### src/rtl/eep_pkg.sv
package eep_pkg;
  localparam int LOC_W  = 7;
  localparam int BYTE_W = 8;

  typedef enum logic [2:0] {
    OP_READ   = 3'd0,
    OP_EWDS   = 3'd1,
    OP_EWEN   = 3'd2,
    OP_WRITE  = 3'd3,
    OP_WRAL   = 3'd4,
    OP_ERASE  = 3'd5,
    OP_ERAL   = 3'd6,
    OP_RELOAD = 3'd7
  } host_op_e;

  // One serial transaction as seen by the shift engine
  typedef struct packed {
    logic [1:0]       opc;
    logic [LOC_W-1:0] loc;
    logic             tx_byte;
    logic             rx_byte;
    logic             poll;
  } job_t;

  function automatic job_t make_job(host_op_e op, logic [LOC_W-1:0] a);
    job_t j;
    j.opc = 2'b00; j.loc = a; j.tx_byte = 1'b0; j.rx_byte = 1'b0; j.poll = 1'b0;
    case (op)
      OP_READ:  begin j.opc = 2'b10; j.rx_byte = 1'b1; end
      OP_WRITE: begin j.opc = 2'b01; j.tx_byte = 1'b1; j.poll = 1'b1; end
      OP_ERASE: begin j.opc = 2'b11; j.poll = 1'b1; end
      OP_EWEN:  j.loc = {2'b11, 5'd0};
      OP_EWDS:  j.loc = {2'b00, 5'd0};
      OP_WRAL:  begin j.loc = {2'b01, 5'd0}; j.tx_byte = 1'b1; j.poll = 1'b1; end
      OP_ERAL:  begin j.loc = {2'b10, 5'd0}; j.poll = 1'b1; end
      default:  ;
    endcase
    return j;
  endfunction
endpackage

### src/rtl/eep_tick_gen.sv
module eep_tick_gen #(
  parameter int DIV = 4
) (
  input  logic clk,
  input  logic rst,
  input  logic en,
  output logic tick
);
  localparam int CW = (DIV > 1) ? $clog2(DIV) : 1;
  logic [CW-1:0] cnt;

  always_ff @(posedge clk) begin
    if (rst || !en) begin
      cnt  <= '0;
      tick <= 1'b0;
    end else if (cnt == CW'(DIV - 1)) begin
      cnt  <= '0;
      tick <= 1'b1;
    end else begin
      cnt  <= cnt + 1'b1;
      tick <= 1'b0;
    end
  end
endmodule

### src/rtl/eep_serial_engine.sv
module eep_serial_engine
  import eep_pkg::*;
#(
  parameter int CLK_DIV     = 4,
  parameter int TIMEOUT_CYC = 6000000
) (
  input  logic              clk,
  input  logic              rst,
  input  logic              start,
  input  job_t              job,
  input  logic [BYTE_W-1:0] wbyte,
  output logic              done,
  output logic [BYTE_W-1:0] rbyte,
  output logic              timed_out,
  output logic              cs,
  output logic              sk,
  output logic              si,
  input  logic              so
);
  localparam int HDR_W   = 3 + LOC_W;
  localparam int FRAME_W = HDR_W + BYTE_W;
  localparam int BW      = $clog2(FRAME_W + 1);
  localparam int TW      = $clog2(TIMEOUT_CYC + 1);

  typedef enum logic [2:0] {E_IDLE, E_SHIFT, E_CLOSE, E_GAP, E_POLL} eng_st_e;

  eng_st_e            st;
  job_t               job_q;
  logic [FRAME_W-1:0] tx;
  logic [BW-1:0]      bit_cnt;
  logic [BW-1:0]      last_bit;
  logic               ph;
  logic [TW-1:0]      tmo_cnt;
  logic               tick;

  eep_tick_gen #(.DIV(CLK_DIV)) u_tick (
    .clk (clk),
    .rst (rst),
    .en  (st != E_IDLE),
    .tick(tick)
  );

  always_comb
    last_bit = (job_q.tx_byte || job_q.rx_byte) ? BW'(FRAME_W - 1) : BW'(HDR_W - 1);

  always_ff @(posedge clk) begin
    done <= 1'b0;
    if (rst) begin
      st        <= E_IDLE;
      job_q     <= '0;
      tx        <= '0;
      bit_cnt   <= '0;
      ph        <= 1'b0;
      tmo_cnt   <= '0;
      rbyte     <= '0;
      timed_out <= 1'b0;
      cs        <= 1'b0;
      sk        <= 1'b0;
      si        <= 1'b0;
    end else begin
      case (st)
        E_IDLE: if (start) begin
          job_q     <= job;
          tx        <= {1'b1, job.opc, job.loc, wbyte};
          bit_cnt   <= '0;
          ph        <= 1'b0;
          cs        <= 1'b1;
          timed_out <= 1'b0;
          st        <= E_SHIFT;
        end
        E_SHIFT: if (tick) begin
          if (!ph) begin
            // low phase: present next bit, capture device bit
            sk <= 1'b0;
            si <= tx[FRAME_W-1];
            tx <= {tx[FRAME_W-2:0], 1'b0};
            if (job_q.rx_byte && bit_cnt >= BW'(HDR_W))
              rbyte <= {rbyte[BYTE_W-2:0], so};
            ph <= 1'b1;
          end else begin
            sk      <= 1'b1;
            ph      <= 1'b0;
            bit_cnt <= bit_cnt + 1'b1;
            if (bit_cnt == last_bit) st <= E_CLOSE;
          end
        end
        E_CLOSE: if (tick) begin
          sk <= 1'b0;
          si <= 1'b0;
          cs <= 1'b0;
          if (job_q.poll) st <= E_GAP;
          else begin
            done <= 1'b1;
            st   <= E_IDLE;
          end
        end
        E_GAP: if (tick) begin
          cs      <= 1'b1;
          tmo_cnt <= '0;
          st      <= E_POLL;
        end
        E_POLL: begin
          tmo_cnt <= tmo_cnt + 1'b1;
          if (tick && so) begin
            cs   <= 1'b0;
            done <= 1'b1;
            st   <= E_IDLE;
          end else if (tmo_cnt == TW'(TIMEOUT_CYC - 1)) begin
            cs        <= 1'b0;
            timed_out <= 1'b1;
            done      <= 1'b1;
            st        <= E_IDLE;
          end
        end
        default: st <= E_IDLE;
      endcase
    end
  end
endmodule

### src/rtl/eep_cmd_ctrl.sv
module eep_cmd_ctrl
  import eep_pkg::*;
#(
  parameter int          CLK_DIV     = 4,
  parameter int          TIMEOUT_CYC = 6000000,
  parameter int          MAC_BYTES   = 6,
  parameter logic [7:0]  SIG_BYTE    = 8'hA5
) (
  input  logic                   clk,
  input  logic                   rst,
  input  logic                   cmd_wr,
  input  logic [31:0]            cmd_wdata,
  input  logic                   data_wr,
  input  logic [7:0]             data_wdata,
  output logic [31:0]            cmd_rdata,
  output logic [7:0]             data_rdata,
  output logic [8*MAC_BYTES-1:0] mac_addr,
  output logic                   mac_loaded,
  output logic                   eep_cs,
  output logic                   eep_sk,
  output logic                   eep_si,
  input  logic                   eep_so
);
  localparam int IW = $clog2(MAC_BYTES + 1);

  typedef enum logic [1:0] {M_IDLE, M_HOST, M_LOAD} mode_e;

  mode_e             mode;
  logic              busy_q, tmo_q, loaded_q;
  host_op_e          op_q;
  logic [LOC_W-1:0]  loc_q;
  logic [BYTE_W-1:0] data_q;
  logic [IW-1:0]     load_idx;
  job_t              job_q;
  logic              eng_start, eng_done, eng_tmo;
  logic [BYTE_W-1:0] eng_rbyte;
  logic [7:0]        mac_q [MAC_BYTES];
  logic              mac_we;
  host_op_e          wr_op;
  logic              unused_bits;

  assign wr_op       = host_op_e'(cmd_wdata[30:28]);
  assign unused_bits = ^cmd_wdata[27:7];

  eep_serial_engine #(.CLK_DIV(CLK_DIV), .TIMEOUT_CYC(TIMEOUT_CYC)) u_eng (
    .clk      (clk),
    .rst      (rst),
    .start    (eng_start),
    .job      (job_q),
    .wbyte    (data_q),
    .done     (eng_done),
    .rbyte    (eng_rbyte),
    .timed_out(eng_tmo),
    .cs       (eep_cs),
    .sk       (eep_sk),
    .si       (eep_si),
    .so       (eep_so)
  );

  always_ff @(posedge clk) begin
    eng_start <= 1'b0;
    if (rst) begin
      mode      <= M_LOAD;
      busy_q    <= 1'b1;
      load_idx  <= '0;
      job_q     <= make_job(OP_READ, '0);
      eng_start <= 1'b1;
      loaded_q  <= 1'b0;
      tmo_q     <= 1'b0;
      op_q      <= OP_READ;
      loc_q     <= '0;
      data_q    <= '0;
    end else begin
      case (mode)
        M_IDLE: begin
          if (data_wr) data_q <= data_wdata;
          if (cmd_wr) begin
            op_q  <= wr_op;
            loc_q <= cmd_wdata[LOC_W-1:0];
            if (cmd_wdata[31]) begin
              busy_q    <= 1'b1;
              tmo_q     <= 1'b0;
              eng_start <= 1'b1;
              if (wr_op == OP_RELOAD) begin
                mode     <= M_LOAD;
                load_idx <= '0;
                job_q    <= make_job(OP_READ, '0);
              end else begin
                mode  <= M_HOST;
                job_q <= make_job(wr_op, cmd_wdata[LOC_W-1:0]);
              end
            end
          end
        end
        M_HOST: if (eng_done) begin
          busy_q <= 1'b0;
          tmo_q  <= eng_tmo;
          mode   <= M_IDLE;
          if (op_q == OP_READ) data_q <= eng_rbyte;
        end
        M_LOAD: if (eng_done) begin
          if (load_idx == '0) begin
            if (eng_rbyte == SIG_BYTE) begin
              load_idx  <= IW'(1);
              job_q     <= make_job(OP_READ, LOC_W'(1));
              eng_start <= 1'b1;
            end else begin
              loaded_q <= 1'b0;
              busy_q   <= 1'b0;
              mode     <= M_IDLE;
            end
          end else if (load_idx == IW'(MAC_BYTES)) begin
            loaded_q <= 1'b1;
            busy_q   <= 1'b0;
            mode     <= M_IDLE;
          end else begin
            load_idx  <= load_idx + 1'b1;
            job_q     <= make_job(OP_READ, LOC_W'(load_idx + 1'b1));
            eng_start <= 1'b1;
          end
        end
        default: mode <= M_IDLE;
      endcase
    end
  end

  // station address bytes: plain storage, no reset
  assign mac_we = (mode == M_LOAD) && eng_done && (load_idx != '0);

  always_ff @(posedge clk)
    if (mac_we) mac_q[load_idx - 1'b1] <= eng_rbyte;

  for (genvar g = 0; g < MAC_BYTES; g++) begin : g_mac
    assign mac_addr[g*8 +: 8] = mac_q[g];
  end

  assign cmd_rdata  = {busy_q, op_q, 18'd0, loaded_q, tmo_q, 1'b0, loc_q};
  assign data_rdata = data_q;
  assign mac_loaded = loaded_q;
endmodule

### config.mk
export PLATFORM = sky130hd
export DESIGN_NAME = eep_cmd_ctrl
export DESIGN_NICKNAME = d
export VERILOG_FILES = /design/src/rtl/eep_pkg.sv /design/src/rtl/eep_tick_gen.sv /design/src/rtl/eep_serial_engine.sv /design/src/rtl/eep_cmd_ctrl.sv
export SDC_FILE = /design/constraint.sdc
export NUM_CORES = 1
export LEC_CHECK = 0
export ABC_AREA = 0
export BUFFER_PORTS_ARGS = -buffer_cell sky130_fd_sc_hd__buf_2
export CAP_MARGIN = 20
export CORE_ASPECT_RATIO = 0.6
export CORE_MARGIN = 1
export CORE_UTILIZATION = 50
export CTS_CLUSTER_SIZE = 24
export DETAILED_ROUTE_END_ITERATION = 8
export PLACE_DENSITY_LB_ADDON = 0.08
export SYNTH_ARGS = -nofsm -noshare
export SYNTH_HDL_FRONTEND = slang
export SYNTH_SLANG_ARGS = --single-unit
### constraint.sdc
create_clock -name clk -period 2.95 [get_ports clk]
set_input_delay 0.4425 -clock clk [delete_from_list [all_inputs] [get_ports clk]]
set_output_delay 0.4425 -clock clk [all_outputs]
set_load 0.05 [all_outputs]
==> results.yml, run 1 <==
run_status:
  status: "finished clean"
worst_hold_path:
  hold_start: "cmd_wdata[6]"
  hold_path.class: "in -> reg"
clock_tree:
  clock-sinks: 156
  cts-root-buf: "clkbuf_16"
  clk_path_buf_depth: 2
  cts_tree: "done"
  cts.htree.levels: 4
  ctsResizeCount: 0
  cts_setup_buffers: 0
  cts.clk_slew.worst_paths_ps: 70
  cts_hold_buffers: 0
  numCtsBuffers: 17
  clk-insertion-delay-late_ps: 430
cells_and_area:
  fillers: 1114
  areaGrowthSynthToFinish_pct: 16.58
  finalNetCount: 859
  drive_gt1_frac: 0.2184
  num_antenna_cells: 0
drt:
  first_pass_iters: 4
  drc: 0
  viasPerCell: 5.541
  wl_per_cell_um: 16.82
  vias: 5580
  postRouteAntennaNets: 0
  drt_iter0_drc: 480
  wl_um: 16940
yosys:
  yosys.area_share.simple: 0.1881
  syn_inst: 709
  synth_compound_area_frac: 0.1672
  synth-xor-area-share: 0.01001
  yosysWarnings: 0
  syn_area_um2: 6997
  muxShareOfSynthArea: 0.03344
  avgSynthCellArea_um2: 9.868
  synth_top_family_by_area: "simple AND/OR/NAND/NOR gates"
  synth_seq_cells: 156
  yosys.cell_types.count: 70
  synth_edf_count: 48
  synth_fa_ha_area_frac: 0.02146
  synth_ff_type: "dfxtp_1"
  yosysSeqAreaShare: 0.5150
  synthArstFlopShare: 0
timing:
  setup_violations: 0
  hold_violations: 0
  tightest_slew_ps: 826.1
  min_period_ps: 2523
  drv_slew: 0
  fmax_mhz: 396.3
  fin_ws_ps: 426.5
  rsz0062_at_grt: "false"
  finClkSkew_ps: 15.57
  finalSetupTns_ps: 0
  slew_headroom: 0.4475
  fin_crit_sh: 0.8554
global_routing:
  track_usage: 0.2420
  antenna_found_initial: 0
  grt.overflow.total: 0
  grt_pass1_vias: 4946
  grt_max_degree: 70
  grt_pass1_wl_um: 26630
setup_path:
  r2r_start: "load_idx[0]"
  slowest_stage: "o22a_1"
  crit_path_start: "load_idx[0]"
  cp.arrival_ps: 2850
  critPathRequiredTime_ps: 3270
  end_kind: "register"
  cp-start-kind: "register"
  cpPeakStageDelay_ps: 480
  critPathBufInv: 2
  crit_fanout: 15
  cpMostUsedCell: "ha_1"
  crit_chain: "inv_1 -> ha_1 -> ha_1 -> a21boi_0 -> o22a_1 -> buf_4 -> a21oi_1 -> a221oi_1"
  crit_family: "compound AO/OA/AOI/OAI gates"
  critical_path_class: "reg -> reg"
placement:
  portBuffers: 96
  globalplace.congestion: 0.8228
  place_hpwl_um: 11970
  post-place-ws_ps: 482.2
floorplan:
  core_region_area_um2: 13670
  die-width_um: 154.7
  io_pins: 137
  initial_utilization: 0.5119
  fp-row-count: 33
  chipHeight_um: 93.63
  die_area_um2: 14490
power:
  leakagePower_nw: 3.033
  vdd_drop_max_mv: 0.3368
  power.density_nw_per_um2: 701.1
run:
  cap_violations: 0
cell usage in the layout (no fill, tap or decap), types with 4 or more instances in the layout:
cell and count:
nor4_1 7, inv_6 5, clkbuf_16 17, nor2_1 75, buf_4 22, nand4_1 8, xor2_1 6, a31oi_1 4
conb_1 19, o311ai_0 7, nor2b_1 6, ha_1 12, buf_2 95, nand2b_1 8, a211oi_1 13, mux2i_1 20
a21oi_1 58, dfxtp_1 108, o211ai_1 7, nand3_1 15, inv_8 4, a311oi_1 7, and3_1 5, nand2_1 93
a311oi_2 9, edfxtp_1 48, or4_1 13, or3_1 8, a221oi_1 4, nor3_1 8, and2_1 8, inv_1 18
o21ai_0 12
worst reg2reg max path: stages (launching register included):
cell and delay, ps:
dfxtp_1 380, inv_1 220, ha_1 220, ha_1 260, a21boi_0 290, o22a_1 480, buf_4 240, a21oi_1 60
a221oi_1 290
synth_stat cells (5+ instances only):
cell	count	area, um2
dfxtp_1	108	2162
nand2_1	93	349.1
nor2_1	75	281.5
a21oi_1	58	290.3
edfxtp_1	48	1441
buf_4	25	187.7
clkbuf_1	22	82.58
mux2i_1	20	200.2
inv_1	18	67.56
nand3_1	15	75.07
a211oi_1	13	97.59
or4_1	13	97.59
ha_1	12	150.1
o21ai_0	12	60.06
a311oi_2	9	135.1
nor4_1	9	56.30
and2_1	8	50.05
nand2b_1	8	50.05
nand4_1	8	50.05
nor3_1	8	40.04
or3_1	8	50.05
a311oi_1	7	61.31
o211ai_1	7	52.55
o311ai_0	7	61.31
buf_6	6	67.56
nor2b_1	6	37.54
xor2_1	6	52.55
and3_1	5	31.28
buf_2	5	25.02
area by class of cell:
| type | count | area [um2] | area share |
|---|---|---|---|
| Multi-Input combinational cell | 490 | 3024 | 0.3708 |
| Sequential cell | 156 | 3603 | 0.4418 |
| Tap cell | 192 | 240.2 | 0.02945 |
| Clock buffer | 17 | 425.4 | 0.05216 |
| Clock inverter | 15 | 131.4 | 0.01611 |
| Inverter | 19 | 71.32 | 0.008744 |
| Timing Repair Buffer | 118 | 660.6 | 0.08099 |
logic make-up (layout without fill, tap and decap cells):
logic type,count (synthesis),after routing
AND/OR/NAND/NOR,271,271
AO/OA/AOI/OAI,157,157
flip-flops,156,156
buffers and inverters,81,169
multiplexers,23,23
adder cells (fa/ha/maj),12,12
XOR/XNOR,8,8
other,1,19
power by group:
group / internal, mW / switching [mW] / leakage (nW) / total (mW)
combinational: 0.356 / 0.756 / 1.45 / 1.11
sequential: 2.37 / 0.144 / 1.32 / 2.51
clock: 1.11 / 0.986 / 0.270 / 2.10
sequential cells by signal (all words and copies together) (netlist names), 2 cells and up:
| name | cells |
|---|---|
| loc_q | 7 |
| job_q | 12 |
| load_idx | 3 |
| data_rdata | 8 |
| mode | 2 |
| u_eng.tmo_cnt | 23 |
| op_q | 3 |
| u_eng.job_q | 3 |
| u_eng.st | 3 |
| u_eng.tx | 18 |
| u_eng.bit_cnt | 5 |
| u_eng.rbyte | 8 |
| mac_q | 48 |
| u_eng.u_tick.cnt | 2 |
path summary, 6_finish.rpt:
kind,endpoint,cells past startpoint,slack [ps]
worst max-delay path,job_q[3],8,430
worst min-delay path,loc_q[6],3,270
worst max register to register,job_q[3],8,430
worst min register to register,u_eng.u_tick.cnt[0],1,430
metal layers:
| layer | part of all wire | up-vias | track usage |
|---|---|---|---|
| met1 | 0.53 | 2631 | 0.3870 |
| met5 | 0 | - | 0 |
| met3 | 0.073 | 14 | 0.05051 |
| met2 | 0.38 | 201 | 0.3145 |
| met4 | 0.0092 | 0 | 0.07426 |
| li1 | - | 2734 | - |
metrics by stage:
| stage | cells | hold slack [ps] | instance area, um2 | utilization | total power [mW] |
|---|---|---|---|---|---|
| floorplan | 727 | 407.2 | 7064 | - | 3.488 |
| global placement | 975 | 415.8 | 7600 | 0.5561 | 3.619 |
| detailed placement | 975 | 433.9 | 7600 | 0.5561 | 3.659 |
| CTS | 1007 | 259.2 | 8157 | 0.5968 | 5.738 |
| global route | 1007 | 286.3 | 8157 | 0.5968 | 5.975 |
| finish | 1007 | 272.5 | 8157 | 0.5968 | 5.718 |
(Power assumes the default switching activity.)
==> inputs of run 2 (changes only) <==
==> constraint.sdc (replaced) <==
create_clock -name clk -period 2.1 [get_ports clk]
set_input_delay 0.315 -clock clk [delete_from_list [all_inputs] [get_ports clk]]
set_output_delay 0.315 -clock clk [all_outputs]
set_load 0.005 [all_outputs]
==> run 2 against run 1 <==
  * Via count grew 2.5%
  * Clock power grew 60%
  * Core utilization grew 2.7 points
  * Largest power group unchanged
==> results.yml, run 2 (synthesis results as in run 1) <==
timing:
  rsz0062_at_grt: "true"
  finClkSkew_ps: 12.55
  hold_violations: 0
  setup_violations: 0
  hold-worst-slack_ps: 154.9
  fin_crit_sh: 0.9708
  slew_headroom: 0.5000
  drv_slew: 0
  fin_ws_ps: 61.25
  fmax_mhz: 490.5
  min_period_ps: 2039
  tightest_slew_ps: 750.1
global_routing:
  antenna_found_initial: 0
  track_usage: 0.2425
  grt_pass1_vias: 5190
  grt_max_degree: 68
  grt_pass1_wl_um: 26650
  grt.overflow.total: 0
power:
  leakagePower_nw: 3.218
  power.total_mw: 8.261
  vdd_drop_max_mv: 0.4753
  power.density_nw_per_um2: 968.2
cells_and_area:
  finalNetCount: 889
  layout_commonest_cell: "dfxtp_1"
  final_core_util: 0.6243
  drive_gt1_frac: 0.2639
  areaGrowthSynthToFinish_pct: 21.94
  stdcell_count: 1037
  top_register: "mac_q"
  mostFrequentLayoutCells: "dfxtp_1, buf_2, nand2_1"
  top_regs: "mac_q (48), u_eng.tmo_cnt (23), u_eng.tx (18)"
  largest_reg_flops: 48
  num_antenna_cells: 0
drt:
  viasPerCell: 5.518
  postRouteAntennaNets: 0
  drc: 0
  drt_iter0_drc: 507
  first_pass_iters: 5
  vias: 5722
  wl_um: 17190
  wl_per_cell_um: 16.57
setup_path:
  cp-start-kind: "register"
  critPathRequiredTime_ps: 2430
  r2r.worst_path.cells: 7
  r2r_start: "mode[0]"
  cp.arrival_ps: 2370
  reg2reg_slack_ps: 60
  critical_path_class: "reg -> reg"
  end_kind: "register"
  r2r-end: "load_idx[2]"
  crit_fanout: 6
run:
  cap_violations: 0
clock_tree:
  cts-root-buf: "clkbuf_16"
  cts.htree.levels: 4
  cts.clk_slew.worst_paths_ps: 70
  cts_tree: "done"
  clk_path_buf_depth: 2
  clock-sinks: 156
  clk-insertion-delay-late_ps: 420
  numCtsBuffers: 17
  cts_hold_buffers: 0
placement:
  globalplace.congestion: 0.8391
  place_hpwl_um: 12370
  portBuffers: 96
  post-place-cells: 1004
  post-place-ws_ps: 7.268
worst_hold_path:
  whs_path_depth: 3
  hold_path.class: "in -> reg"
  hold_end: "loc_q[5]"
  hold_start: "cmd_wdata[5]"
floorplan:
  io_pins: 137
  die-width_um: 154.7
  fp-row-count: 33
  initial_utilization: 0.5119
  chipHeight_um: 93.63
  die_area_um2: 14490
  core_region_area_um2: 13670
run_status:
  status: "finished clean"
run 2: per-stage QoR:
step | area, um2 | TNS, ps
after floorplan | 7092 | -7490
after global placement | 7833 | 0
after detailed placement | 7833 | 0
after CTS | 8482 | 0
after global routing | 8532 | -15.22
final | 8532 | 0
run 2: worst max path at each step:
stage,from,end,slack (ps),cells after the start
3_3_place_gp,mode[0],load_idx[0],30,7
5_1_grt,mode[0],load_idx[2],-10,7
3_5_place_dp,mode[0],job_q[11],7,7
2_1_floorplan,load_idx[0],mac_q[1][0],-230,5
4_1_cts,mode[0],load_idx[2],10,7
6_report,mode[0],load_idx[2],60,7
run 2: final cells by class:
cell class | instances | area [um2]
tap | 192 | 240.2
inverter | 19 | 71.32
sequential | 156 | 3607
clock inverter | 13 | 214.0
timing repair buffer | 147 | 865.8
fill | 1149 | 5135
multi-input combinational | 491 | 3100
clock buffer | 19 | 432.9
run 2: power by group:
group / total [mW] / switching, mW / internal [mW]
Combinational: 1.37 / 0.813 / 0.553
Clock: 3.37 / 1.25 / 2.12
Sequential: 3.53 / 0.201 / 3.33
run 2: repair_timing:
item / 4_1_cts / 5_1_grt
buffers inserted: 0 / 0
resized for setup: 2 / 12
cloned: 0 / 1
endpoints found under the setup margin: 7 / 38
pin swaps: 1 / 2
run 2: critical path, cell delays in order, from the launching register on:
cell and delay, ps:
dfxtp_2 340, inv_1 60, ha_2 190, nand2b_1 150, a221o_1 380, o22a_4 260, or4_4 480, o31ai_1 70
run 2: per-layer routing:
layer | GRT usage | up-vias | part of all wire
li1 | - | 2788 | -
met1 | 0.3736 | 2730 | 0.53
met2 | 0.3341 | 195 | 0.41
met3 | 0.05746 | 9 | 0.055
met4 | 0.05941 | 0 | 0.0043
met5 | 0 | - | 0
==> inputs of run 3 (changes only) <==
--- a/config.mk
+++ b/config.mk
@@ -5,7 +5,7 @@
 export SDC_FILE = /design/constraint.sdc
 export NUM_CORES = 1
 export LEC_CHECK = 0
-export ABC_AREA = 0
+export ABC_AREA = 1
 export BUFFER_PORTS_ARGS = -buffer_cell sky130_fd_sc_hd__buf_2
 export CAP_MARGIN = 20
 export CORE_ASPECT_RATIO = 0.6
==> run 3 against run 2 <==
  * Core utilization barely moved
  * Wire length fell by 0.20%
  * Cell count rose by 12%
  * Critical endpoint is now mac_q[5][6]
  * Largest power group unchanged
==> results.yml, run 3 <==
setup_path:
  crit_family: "adder cells"
  cpPeakStageDelay_ps: 330
  critPathRequiredTime_ps: 2220
  critPathBufInv: 2
  end_kind: "register"
  slowest_stage: "dfxtp_1"
  cp.arrival_ps: 2110
  cpMostUsedCell: "ha_1"
  crit_chain: "inv_1 -> ha_1 -> ha_1 -> or2_2 -> nor3_2 -> buf_4"
  crit_fanout: 8
  critical_path_class: "reg -> reg"
  cp-start-kind: "register"
yosys:
  synth.most_common_cell: "nand2_1"
  syn_inst: 867
  synth_compound_area_frac: 0.1428
  synth_ff_type: "dfxtp_1"
  synth_top_family_by_area: "simple AND/OR/NAND/NOR gates"
  syn_area_um2: 6973
  yosys.cell_types.count: 40
  synth_edf_count: 48
  avgSynthCellArea_um2: 8.043
  yosys-top-cells-area: "dfxtp_1, edfxtp_1, nand2_1, o21ai_0, inv_1"
  muxShareOfSynthArea: 0
  ys_top_cells_by_count: "nand2_1, dfxtp_1, o21ai_0"
  yosysWarnings: 0
  synth-xor-area-share: 0.001256
  synth_fa_ha_area_frac: 0.02153
  synthArstFlopShare: 0
  yosysSeqAreaShare: 0.5168
  netlist.area_leader.share: 0.3101
  yosys.area_share.simple: 0.2189
  synth_top_area_cell: "dfxtp_1"
  synth_seq_cells: 156
timing:
  fmax_mhz: 502.7
  drv_slew: 0
  hold-worst-slack_ps: 175.5
  tightest_slew_ps: 517.0
  setup_violations: 0
  fin_crit_sh: 0.9472
  fin_ws_ps: 110.8
  slew_headroom: 0.6527
  rsz0062_at_grt: "true"
  min_period_ps: 1989
  finClkSkew_ps: 7.961
  hold_violations: 0
floorplan:
  io_pins: 137
  chipHeight_um: 93.48
  die_area_um2: 14440
  initial_utilization: 0.5277
  core_region_area_um2: 13210
  fp-row-count: 32
  die-width_um: 154.5
placement:
  place_hpwl_um: 12360
  post-place-ws_ps: 137.0
  portBuffers: 96
  globalplace.congestion: 0.9149
  place_area_um2: 7660
  post-place-cells: 1132
cells_and_area:
  largest_reg_flops: 48
  top_register: "mac_q"
  num_antenna_cells: 0
  top_regs: "mac_q (48), u_eng.tmo_cnt (23), u_eng.tx (18)"
  mostFrequentLayoutCells: "nand2_1, dfxtp_1, o21ai_0"
  stdcell_count: 1164
  final_area_um2: 8249
  finalNetCount: 1038
  drive_gt1_frac: 0.1821
  areaGrowthSynthToFinish_pct: 18.30
  layout_commonest_cell: "nand2_1"
clock_tree:
  cts-root-buf: "clkbuf_16"
  clk-insertion-delay-late_ps: 420
  cts_tree: "done"
  clk_path_buf_depth: 2
  numCtsBuffers: 17
  cts_hold_buffers: 0
  cts.htree.levels: 4
  cts.clk_slew.worst_paths_ps: 70
  clock-sinks: 156
drt:
  wl_um: 17150
  first_pass_iters: 6
  drc: 0
  postRouteAntennaNets: 0
  drt_iter0_drc: 473
  vias: 6087
  viasPerCell: 5.229
  wl_per_cell_um: 14.74
run_status:
  status: "finished clean"
run:
  cap_violations: 0
global_routing:
  grt_pass1_vias: 5569
  track_usage: 0.2462
  antenna_found_initial: 0
  grt_pass1_wl_um: 27630
  grt.overflow.total: 0
  grt_max_degree: 38
power:
  sw_frac_of_total: 0.3139
  p_switching_mw: 2.632
  leakagePower_nw: 3.531
  internal_power_mw: 5.754
  clkPwrFrac: 0.364
  seqPwrFrac: 0.427
  power.total_mw: 8.386
  p_comb_frac: 0.209
  vdd_drop_max_mv: 0.6323
  power.density_nw_per_um2: 1017
worst_hold_path:
  hold_path.class: "in -> reg"
run 3: tightest hold or removal path, cell delays in order:
cell and delay, ps:
buf_2 70, inv_1 60, a21oi_1 110
run 3: power groups by stage:
stage | Combinational, mW | Clock, mW | Sequential (mW)
after floorplan | 1.31 | 0 | 3.61
after global placement | 1.67 | 0 | 3.63
after detailed placement | 1.72 | 0 | 3.65
after CTS | 1.74 | 3.10 | 3.58
after global routing | 2.00 | 3.22 | 3.62
final | 1.75 | 3.05 | 3.58
run 3: layout make-up:
cell class,count,area [um2]
clock buffer,17,425.4
clock inverter,15,163.9
fill,1122,4964
inverter,102,382.9
multi-input combinational,579,2763
sequential,156,3603
tap,170,212.7
timing repair buffer,125,698.2
run 3: metal layers:
layer  GRT usage  share of wire  wire length (um)  up-vias
met5           0              0                 0        -
met1      0.3811           0.50              8592     2726
met3     0.05514           0.11              1807       14
met4     0.06931         0.0090               155        0
met2      0.3363           0.38              6598      303
li1            -              -                 -     3044
run 3: cell families (layout without fill, tap and decap cells):
| group | Yosys count | count (layout) |
|---|---|---|
| other | 1 | 19 |
| DFF | 156 | 156 |
| and+or+nand+nor | 359 | 359 |
| buffers and inverters | 150 | 259 |
| xor gates and xnor gates | 1 | 1 |
| AOI/OAI and AO/OA | 188 | 188 |
| adders and majority gates | 12 | 12 |
run 3: worst paths after layout:
check / startpoint / to / slack [ps] / depth (start not counted)
max: load_idx[0] / mac_q[5][6] / 110 / 6
min: cmd_wdata[2] / loc_q[2] / 180 / 3
max reg2reg: load_idx[0] / mac_q[5][6] / 110 / 6
min reg2reg: u_eng.u_tick.cnt[0] / u_eng.u_tick.cnt[0] / 430 / 1
run 3: what timing repair did:
action                     in CTS  in global routing
setup endpoints to repair       0                 11
buffers inserted                0                  0
resized for setup               0                  1
run 3: through the flow:
step / utilization / setup TNS [ps]
floorplan: - / -4346
global placement: 0.5797 / 0
detailed placement: 0.5797 / 0
CTS: 0.6243 / 0
global route: 0.6243 / -65.79
finish: 0.6243 / 0
